File: src/rtl/stat_brk_pkg.sv
package stat_brk_pkg;
   localparam int STAT_W  = 4;
   localparam int CC_BIT  = 0;
   localparam int LCC_BIT = 1;
   localparam int BRD_BIT = 2;
   localparam int BWR_BIT = 3;
   localparam logic [STAT_W-1:0] PROT_DEFAULT = 4'b1100;
endpackage

File: src/rtl/stat_fields.sv
module stat_fields
   import stat_brk_pkg::*;
#(
   parameter logic [STAT_W-1:0] PROT_MASK = PROT_DEFAULT
) (
   input  logic              clk,
   input  logic              rst_n,
   input  logic              wr_en,
   input  logic [STAT_W-1:0] wr_data,
   input  logic              sup_mode,
   input  logic              cc_upd,
   input  logic              cc_val,
   input  logic              lcc_upd,
   input  logic              lcc_val,
   output logic [STAT_W-1:0] stat_q
);
   logic [STAT_W-1:0] hw_upd;
   logic [STAT_W-1:0] hw_val;

   always_comb begin
      hw_upd          = '0;
      hw_val          = '0;
      hw_upd[CC_BIT]  = cc_upd;
      hw_val[CC_BIT]  = cc_val;
      hw_upd[LCC_BIT] = lcc_upd;
      hw_val[LCC_BIT] = lcc_val;
   end

   for (genvar i = 0; i < STAT_W; i++) begin : g_bit
      logic sw_ok;
      if (PROT_MASK[i]) begin : g_prot
         assign sw_ok = wr_en & sup_mode;
      end else begin : g_open
         assign sw_ok = wr_en;
      end

      always_ff @(posedge clk or negedge rst_n) begin
         if (!rst_n)          stat_q[i] <= 1'b0;
         else if (sw_ok)      stat_q[i] <= wr_data[i];
         else if (hw_upd[i])  stat_q[i] <= hw_val[i];
      end
   end
endmodule

File: src/rtl/dbg_addr_reg.sv
module dbg_addr_reg #(
   parameter int ADDR_W = 32
) (
   input  logic              clk,
   input  logic              rst_n,
   input  logic              wr_en,
   input  logic [ADDR_W-1:0] wr_data,
   output logic [ADDR_W-1:0] addr_q
);
   always_ff @(posedge clk or negedge rst_n) begin
      if (!rst_n)     addr_q <= '0;
      else if (wr_en) addr_q <= wr_data;
   end
endmodule

File: src/rtl/brk_match.sv
module brk_match #(
   parameter int ADDR_W = 32
) (
   input  logic              acc_valid,
   input  logic [ADDR_W-1:0] acc_addr,
   input  logic              acc_is_write,
   input  logic [ADDR_W-1:0] dbg_addr,
   input  logic              rd_en,
   input  logic              wr_en,
   output logic              trap
);
   logic hit;
   logic dir_ok;

   assign hit    = (acc_addr == dbg_addr);
   assign dir_ok = acc_is_write ? wr_en : rd_en;
   assign trap   = acc_valid & hit & dir_ok;
endmodule

File: src/rtl/stat_brk_reg.sv
module stat_brk_reg
   import stat_brk_pkg::*;
#(
   parameter int                ADDR_W    = 32,
   parameter logic [STAT_W-1:0] PROT_MASK = PROT_DEFAULT
) (
   input  logic              clk,
   input  logic              rst_n,
   input  logic              sw_wr_en,
   input  logic [STAT_W-1:0] sw_wr_data,
   input  logic              sup_mode,
   input  logic              cc_upd,
   input  logic              cc_val,
   input  logic              lcc_upd,
   input  logic              lcc_val,
   input  logic              dbg_wr_en,
   input  logic [ADDR_W-1:0] dbg_wr_data,
   input  logic              acc_valid,
   input  logic [ADDR_W-1:0] acc_addr,
   input  logic              acc_is_write,
   output logic [STAT_W-1:0] stat_q,
   output logic              brk_trap
);
   if (ADDR_W < 1) begin : g_bad_width
      $error("stat_brk_reg: ADDR_W must be positive");
   end

   logic [ADDR_W-1:0] dbg_q;

   stat_fields #(.PROT_MASK(PROT_MASK)) u_fields (
      .clk      (clk),
      .rst_n    (rst_n),
      .wr_en    (sw_wr_en),
      .wr_data  (sw_wr_data),
      .sup_mode (sup_mode),
      .cc_upd   (cc_upd),
      .cc_val   (cc_val),
      .lcc_upd  (lcc_upd),
      .lcc_val  (lcc_val),
      .stat_q   (stat_q)
   );

   dbg_addr_reg #(.ADDR_W(ADDR_W)) u_dbg (
      .clk     (clk),
      .rst_n   (rst_n),
      .wr_en   (dbg_wr_en),
      .wr_data (dbg_wr_data),
      .addr_q  (dbg_q)
   );

   brk_match #(.ADDR_W(ADDR_W)) u_match (
      .acc_valid    (acc_valid),
      .acc_addr     (acc_addr),
      .acc_is_write (acc_is_write),
      .dbg_addr     (dbg_q),
      .rd_en        (stat_q[BRD_BIT]),
      .wr_en        (stat_q[BWR_BIT]),
      .trap         (brk_trap)
   );
endmodule

File: config.mk
export PLATFORM = sky130hd
export DESIGN_NAME = stat_brk_reg
export DESIGN_NICKNAME = d
export VERILOG_FILES = /design/src/rtl/stat_brk_pkg.sv /design/src/rtl/stat_fields.sv /design/src/rtl/dbg_addr_reg.sv /design/src/rtl/brk_match.sv /design/src/rtl/stat_brk_reg.sv
export SDC_FILE = /design/constraint.sdc
export NUM_CORES = 1
export LEC_CHECK = 0
export BUFFER_PORTS_ARGS = -buffer_cell sky130_fd_sc_hd__buf_2
export CORE_AREA = 2 2 80 82
export CTS_BUF_LIST = sky130_fd_sc_hd__clkbuf_8
export DETAILED_ROUTE_END_ITERATION = 12
export DIE_AREA = 0 0 82 84
export PLACE_DENSITY = 0.57
export SETUP_SLACK_MARGIN = 0.2
export SLEW_MARGIN = 0
export SYNTH_ARGS = -nofsm -noshare
export SYNTH_HDL_FRONTEND = slang
export SYNTH_SLANG_ARGS = --single-unit
File: constraint.sdc
create_clock -name clk -period 2 [get_ports clk]
set_input_delay 0.4 -clock clk [delete_from_list [all_inputs] [get_ports clk]]
set_output_delay 0.4 -clock clk [all_outputs]
set_load 0.01 [all_outputs]
==> impl_results.md, run 1 <==
- Sink Count: 36
- Vias per cell: 4.328
- RSZ-0062 raised after global routing: yes
- H-tree levels: 2
- DR iter-0 viols: 20
- # setup viols final: 1
- Multi-input logic area: 822.0 µm²
- Final worst setup slack: -0.07099 ns
- FFs w/ async S/R, synth: 100.0%
- Yosys cell types: 15
- Share of layout cells above drive strength 1: 57.41%
- Req. time, crit path: 1.60 ns
- Sequential Area: 900.9 µm²
- Layout Skew: 0 ns
- CP Max Fanout: 2
- Num rows: 29
- WL final: 3610 µm
- Clk Latency, worst-skew pair: 0.28 ns
- Hold WS: 0.08211 ns
- CTS tree: done
- Routed vias: 1268
- Min Tclk post-route: 2.071 ns
- Peak Freq: 0.4829 GHz
- Ports: 84
- Lkg Pwr: 1.133 nW
- Clk root buf: clkbuf_8
- Post-CTS Hold Buffers: 0
- CORE AREA: 6096 µm²
- Placer congestion estimate: 0.7036
- Critical R2R Capture: u_dbg.addr_q[4]
- Flop2flop setup slack: 1.19 ns
- Critical Path End Type: output pin
- Synth top area share: 51.80%
- Initial core utilization: 28.53%
- MaxCap Viol Count: 0
- Register-to-Register Path Depth: 1
- Placed instance count: 285
- Maximum vdd ir drop: 442.4 µV
- Failing checks: negative setup slack
- Die Y: 84 µm
- Largest net degree at the start of global routing: 33
- Worst setup path endpoint: brk_trap
- Cell area after synthesis: 1739 µm²
- Sequential share of the synthesized area: 51.80%
- TritonCTS buffer count: 5
- Layout Nets: 294
- Hold Crit Class: primary input to asynchronous set/reset pin
- Tot GR Track Use: 10.73%
- Count leader, synth: dfrtp_1
- Yosys reg bits: 36
- Diode count: 0
- CP startpoint: u_dbg.addr_q[10]
- Initial antenna violation count: 0
- Synthesis-to-finish area growth: 36.69%
- EDFF count, synth: 0
- Rel. slew slack: 65.18%
- Setup_tns: -0.07099 ns
- Die area: 6888 µm²
- DR DRC count: 0
- Top_reg_cell synth: dfrtp_1
- PortBufs: 83
- Reg clk slew, reported paths: 0.07 ns
- Synth Net Count: 207
- Total gr overflow: 0
- DRT antenna net count: 0
- Yosys Warn Count: 0
- Final period utilization: 103.5%
- Critical Path AT: 1.67 ns
- Post-DP HPWL: 2792 µm
- Pre-CTS setup slack: -0.005444 ns
- Result of the run: complete, but fails checks
- Synth cell count leaders: 36 x dfrtp_1, 31 x xor2_1, 25 x mux2_2
- Slew Limit Fails: 0
- Syn Area/Cell: 13.59 µm²
- Type of origin of the critical path: register
- Least-Margin Pin Slew: 0.5223 ns
- Kind of critical path: register to output pin
- Pwr per Cell Area: 747.1 nW/µm²
- Drt first pass iters: 4
- Post-Layout Cell Count: 293
- Syn Inst Count: 128
- Synth area leaders: dfrtp_1 52%, mux2_2 16%, xor2_1 16%, mux2_1 5.8%, nor4_1 2.5%
- Pwr Total: 1.776 mW
- Reg-to-reg startpoint: u_dbg.addr_q[4]
- Vias in the first global route: 1290
- Cell taking the most area after synthesis: dfrtp_1
- # fillers: 591
- Setup Buffers After CTS: 0
- Final-report hold violation count: 0
- Post-DR wirelength/cell: 12.32 µm
- Die X: 82 µm
- Wire length of the first global-routing pass: 5609 µm
- Clk buf depth: 2
==> power by group <==
| group | internal [mW] | switching (mW) | total (mW) |
|---|---|---|---|
| Sequential | 0.803 | 0.0463 | 0.849 |
| Clock | 0.365 | 0.261 | 0.626 |
| Combinational | 0.176 | 0.125 | 0.301 |
| Total | 1.34 | 0.432 | 1.78 |
==> cells in the final DEF (no fill, tap or decap) <==
master,n
nand3_1,2
inv_1,1
nand4_1,1
bufinv_16,1
xnor2_1,1
buf_4,2
buf_12,1
nor4_2,5
mux2i_1,3
nor4_1,3
dfrtp_1,36
xor2_1,31
clkinv_2,1
clkbuf_8,5
mux2_2,25
buf_2,83
mux2_1,9
nand2_1,3
o21ai_0,2
nor3_2,1
==> cells by family after synthesis <==
group	share of synthesized area, %
AND/OR/NAND/NOR	5.396
buffers and inverters	2.374
flip-flops	51.80
multiplexers	23.74
AO/OA/AOI/OAI	0.5756
XOR/XNOR	16.12
==> routing by layer <==
layer | global-route usage (%) | up-vias | part of all wire [%]
met3 | 2.814 | 6 | 8.9
li1 | - | 619 | -
met4 | 5.455 | 0 | 1.9
met2 | 17.66 | 57 | 46
met1 | 12.59 | 586 | 43
met5 | 0 | - | 0
==> sequential cells by signal (all words and copies together), names as in the netlist <==
name	flops
u_dbg.addr_q	32
u_fields.stat_q	4
==> per-stage QoR <==
step	instance area [µm²]	utilization, %
after global placement	2245	36.82
after CTS	2377	39.00
final	2377	39.00
after global routing	2377	39.00
after detailed placement	2245	36.82
after floorplan	1739	-
==> final cells by class <==
type | count | share of cell area, %
Clock inverter | 3 | 1.632
Clock buffer | 5 | 2.895
Sequential cell | 36 | 37.89
Multi-Input combinational cell | 86 | 34.58
Tap cell | 77 | 4.053
Timing Repair Buffer | 86 | 18.95
==> critical path, cell delays in order, from the launching register on <==
cell     delay [ns]
dfrtp_1        0.39
xor2_1         0.15
nor4_2         0.35
nand3_1        0.19
nor3_2         0.17
buf_2          0.14
==> worst min path at each step <==
stage	endpoint	from
floorplan	u_dbg.addr_q[0]	rst_n
finish	u_dbg.addr_q[26]	rst_n
global route	u_dbg.addr_q[26]	rst_n
global placement	u_dbg.addr_q[26]	rst_n
CTS	u_dbg.addr_q[26]	rst_n
detailed placement	u_dbg.addr_q[26]	rst_n
==> timing repair <==
action,in CTS,in global routing
endpoints found under the setup margin,1,1
pin swaps,6,5
resized for setup,4,0
Note: power is estimated with default switching activity, not from simulation.
==> inputs of run 2 (changes only) <==
Settings changed: CORE_AREA 2 2 80 82 to 2 2 111 59, DIE_AREA 0 0 82 84 to 0 0 113 61, PLACE_DENSITY 0.57 to 0.58.
==> impl_results.md, run 2 (synthesis results as in run 1) <==
- Pwr per Cell Area: 714.5 nW/µm²
- Placer congestion estimate: 0.7491
- Final period utilization: 108.7%
- Slew Limit Fails: 0
- Share of power burned in registers: 50.9%
- Synthesis-to-finish area growth: 34.82%
- Wire length of the first global-routing pass: 6072 µm
- CP Max Fanout: 2
- Largest Register: u_dbg.addr_q
- Final worst setup slack: -0.1733 ns
- Num rows: 20
- Hold Crit Class: primary input to asynchronous set/reset pin
- Reg clk slew, reported paths: 0.08 ns
- Result of the run: complete, but fails checks
- DR iter-0 viols: 47
- Req. time, crit path: 1.60 ns
- Post-DR wirelength/cell: 13.26 µm
- Lkg Pwr: 1.118 nW
- Largest net degree at the start of global routing: 37
- CORE AREA: 5906 µm²
- Clock share of power: 31.4%
- DRT antenna net count: 0
- Kind of critical path: register to output pin
- Switching part of the total: 26.86%
- Sink Count: 36
- Die area: 6893 µm²
- Tot GR Track Use: 11.93%
- Least-Margin Pin Slew: 0.4789 ns
- Post-CTS Hold Buffers: 0
- Most frequent cells in the layout: 83 x buf_2, 36 x dfrtp_1, 31 x xor2_1
- Critical Path AT: 1.77 ns
- Maximum vdd ir drop: 258.6 µV
- Top flop regs: u_dbg.addr_q x32, u_fields.stat_q x4
- Final-report hold violation count: 0
- Die Y: 61 µm
- Register-to-Register Path Depth: 2
- Clk buf depth: 2
- Total gr overflow: 0
- CTS tree: done
- H-tree levels: 2
- Critical Path End Type: output pin
- Pwr Total: 1.675 mW
- PortBufs: 83
- MaxCap Viol Count: 0
- Initial core utilization: 29.45%
- Min Tclk post-route: 2.173 ns
- Peak Freq: 0.4601 GHz
- Most common cell after layout, fill and taps aside: buf_2
- Clk Latency, worst-skew pair: 0.28 ns
- # setup viols final: 1
- Rel. slew slack: 68.07%
- Vias in the first global route: 1259
- DR DRC count: 5
- Finished Core Util: 39.70%
- Pint: 1.225 mW
- Share of layout cells above drive strength 1: 56.22%
- WL final: 3898 µm
- Placed instance count: 285
- Layout Nets: 295
- Routed vias: 1241
- Die X: 113 µm
- Ports: 84
- TritonCTS buffer count: 5
- RSZ-0062 raised after global routing: yes
- Vias per cell: 4.221
- Clk root buf: clkbuf_8
- Pre-CTS setup slack: -0.002481 ns
- Power share of the combinational group: 17.7%
- Initial antenna violation count: 0
- Psw: 0.4499 mW
- Diode count: 0
- Failing checks: design-rule violations, negative setup slack
- Max reg flops: 32
- Post-DP HPWL: 2994 µm
- Type of origin of the critical path: register
- Post-Layout Cell Count: 294
- Layout Skew: 0 ns
- Drt first pass iters: 7
-- run 2: cell types whose count changed in the layout (fill, tap and decap cells not counted), sizes merged --
cell	previous run	this run
buf	86	87
clkinvlp	0	2
inv	1	0
bufinv	1	0
-- run 2: per-layer routing --
metal	part of all wire [%]	up-vias	global-route usage, %
li1	-	618	-
met1	51	579	16.02
met2	40	42	17.45
met3	8.3	2	4.795
met4	0.69	0	4.704
met5	0	-	0
-- run 2: critical path: stages (launching register included) --
cell and delay (ns):
dfrtp_1 0.40, xor2_1 0.16, nor4_1 0.28, buf_4 0.16, nand4_1 0.19, nor3_2 0.15
buf_2 0.15
-- run 2: power by group through the flow --
stage / registers, mW / logic (mW) / clock network (mW)
after floorplan: 0.857 / 0.171 / 0
final: 0.853 / 0.296 / 0.527
after detailed placement: 0.867 / 0.300 / 0
after CTS: 0.853 / 0.303 / 0.558
after global placement: 0.865 / 0.297 / 0
after global routing: 0.862 / 0.333 / 0.595
-- run 2: final timing paths --
check                                     end  slack (ns)        startpoint
setup reg to reg              u_dbg.addr_q[7]        1.12   u_dbg.addr_q[7]
setup / recovery                     brk_trap       -0.17  u_dbg.addr_q[26]
hold / removal               u_dbg.addr_q[18]        0.14             rst_n
hold reg to reg               u_dbg.addr_q[6]        0.51   u_dbg.addr_q[6]
min in group clk           u_fields.stat_q[1]        0.32     sw_wr_data[1]
max in group asynchronous     u_dbg.addr_q[5]        1.51             rst_n
-- run 2: layout make-up --
type / instances / area (µm²)
Sequential cell: 36 / 900.9
Clock buffer: 5 / 68.82
Timing Repair Buffer: 87 / 457.9
Fill cell: 587 / 3561
Multi-Input combinational cell: 86 / 797.0
Tap cell: 77 / 96.34
Clock inverter: 3 / 23.77
-- run 2: timing repair --
action | 4_1_cts | 5_1_grt
gates resized for setup | 0 | 0
pin swaps | 4 | 1
setup buffers | 1 | 0
setup endpoints to repair | 1 | 1
-- run 2: metrics by stage --
stage	TNS [ns]	area, µm²	hold WS (ns)
2_1_floorplan	0	1739	0.1044
3_3_place_gp	0	2245	0.4797
3_5_place_dp	-0.002481	2245	0.4803
4_1_cts	-0.1740	2345	0.1528
5_1_grt	-0.2963	2345	0.1769
6_report	-0.1733	2345	0.1422
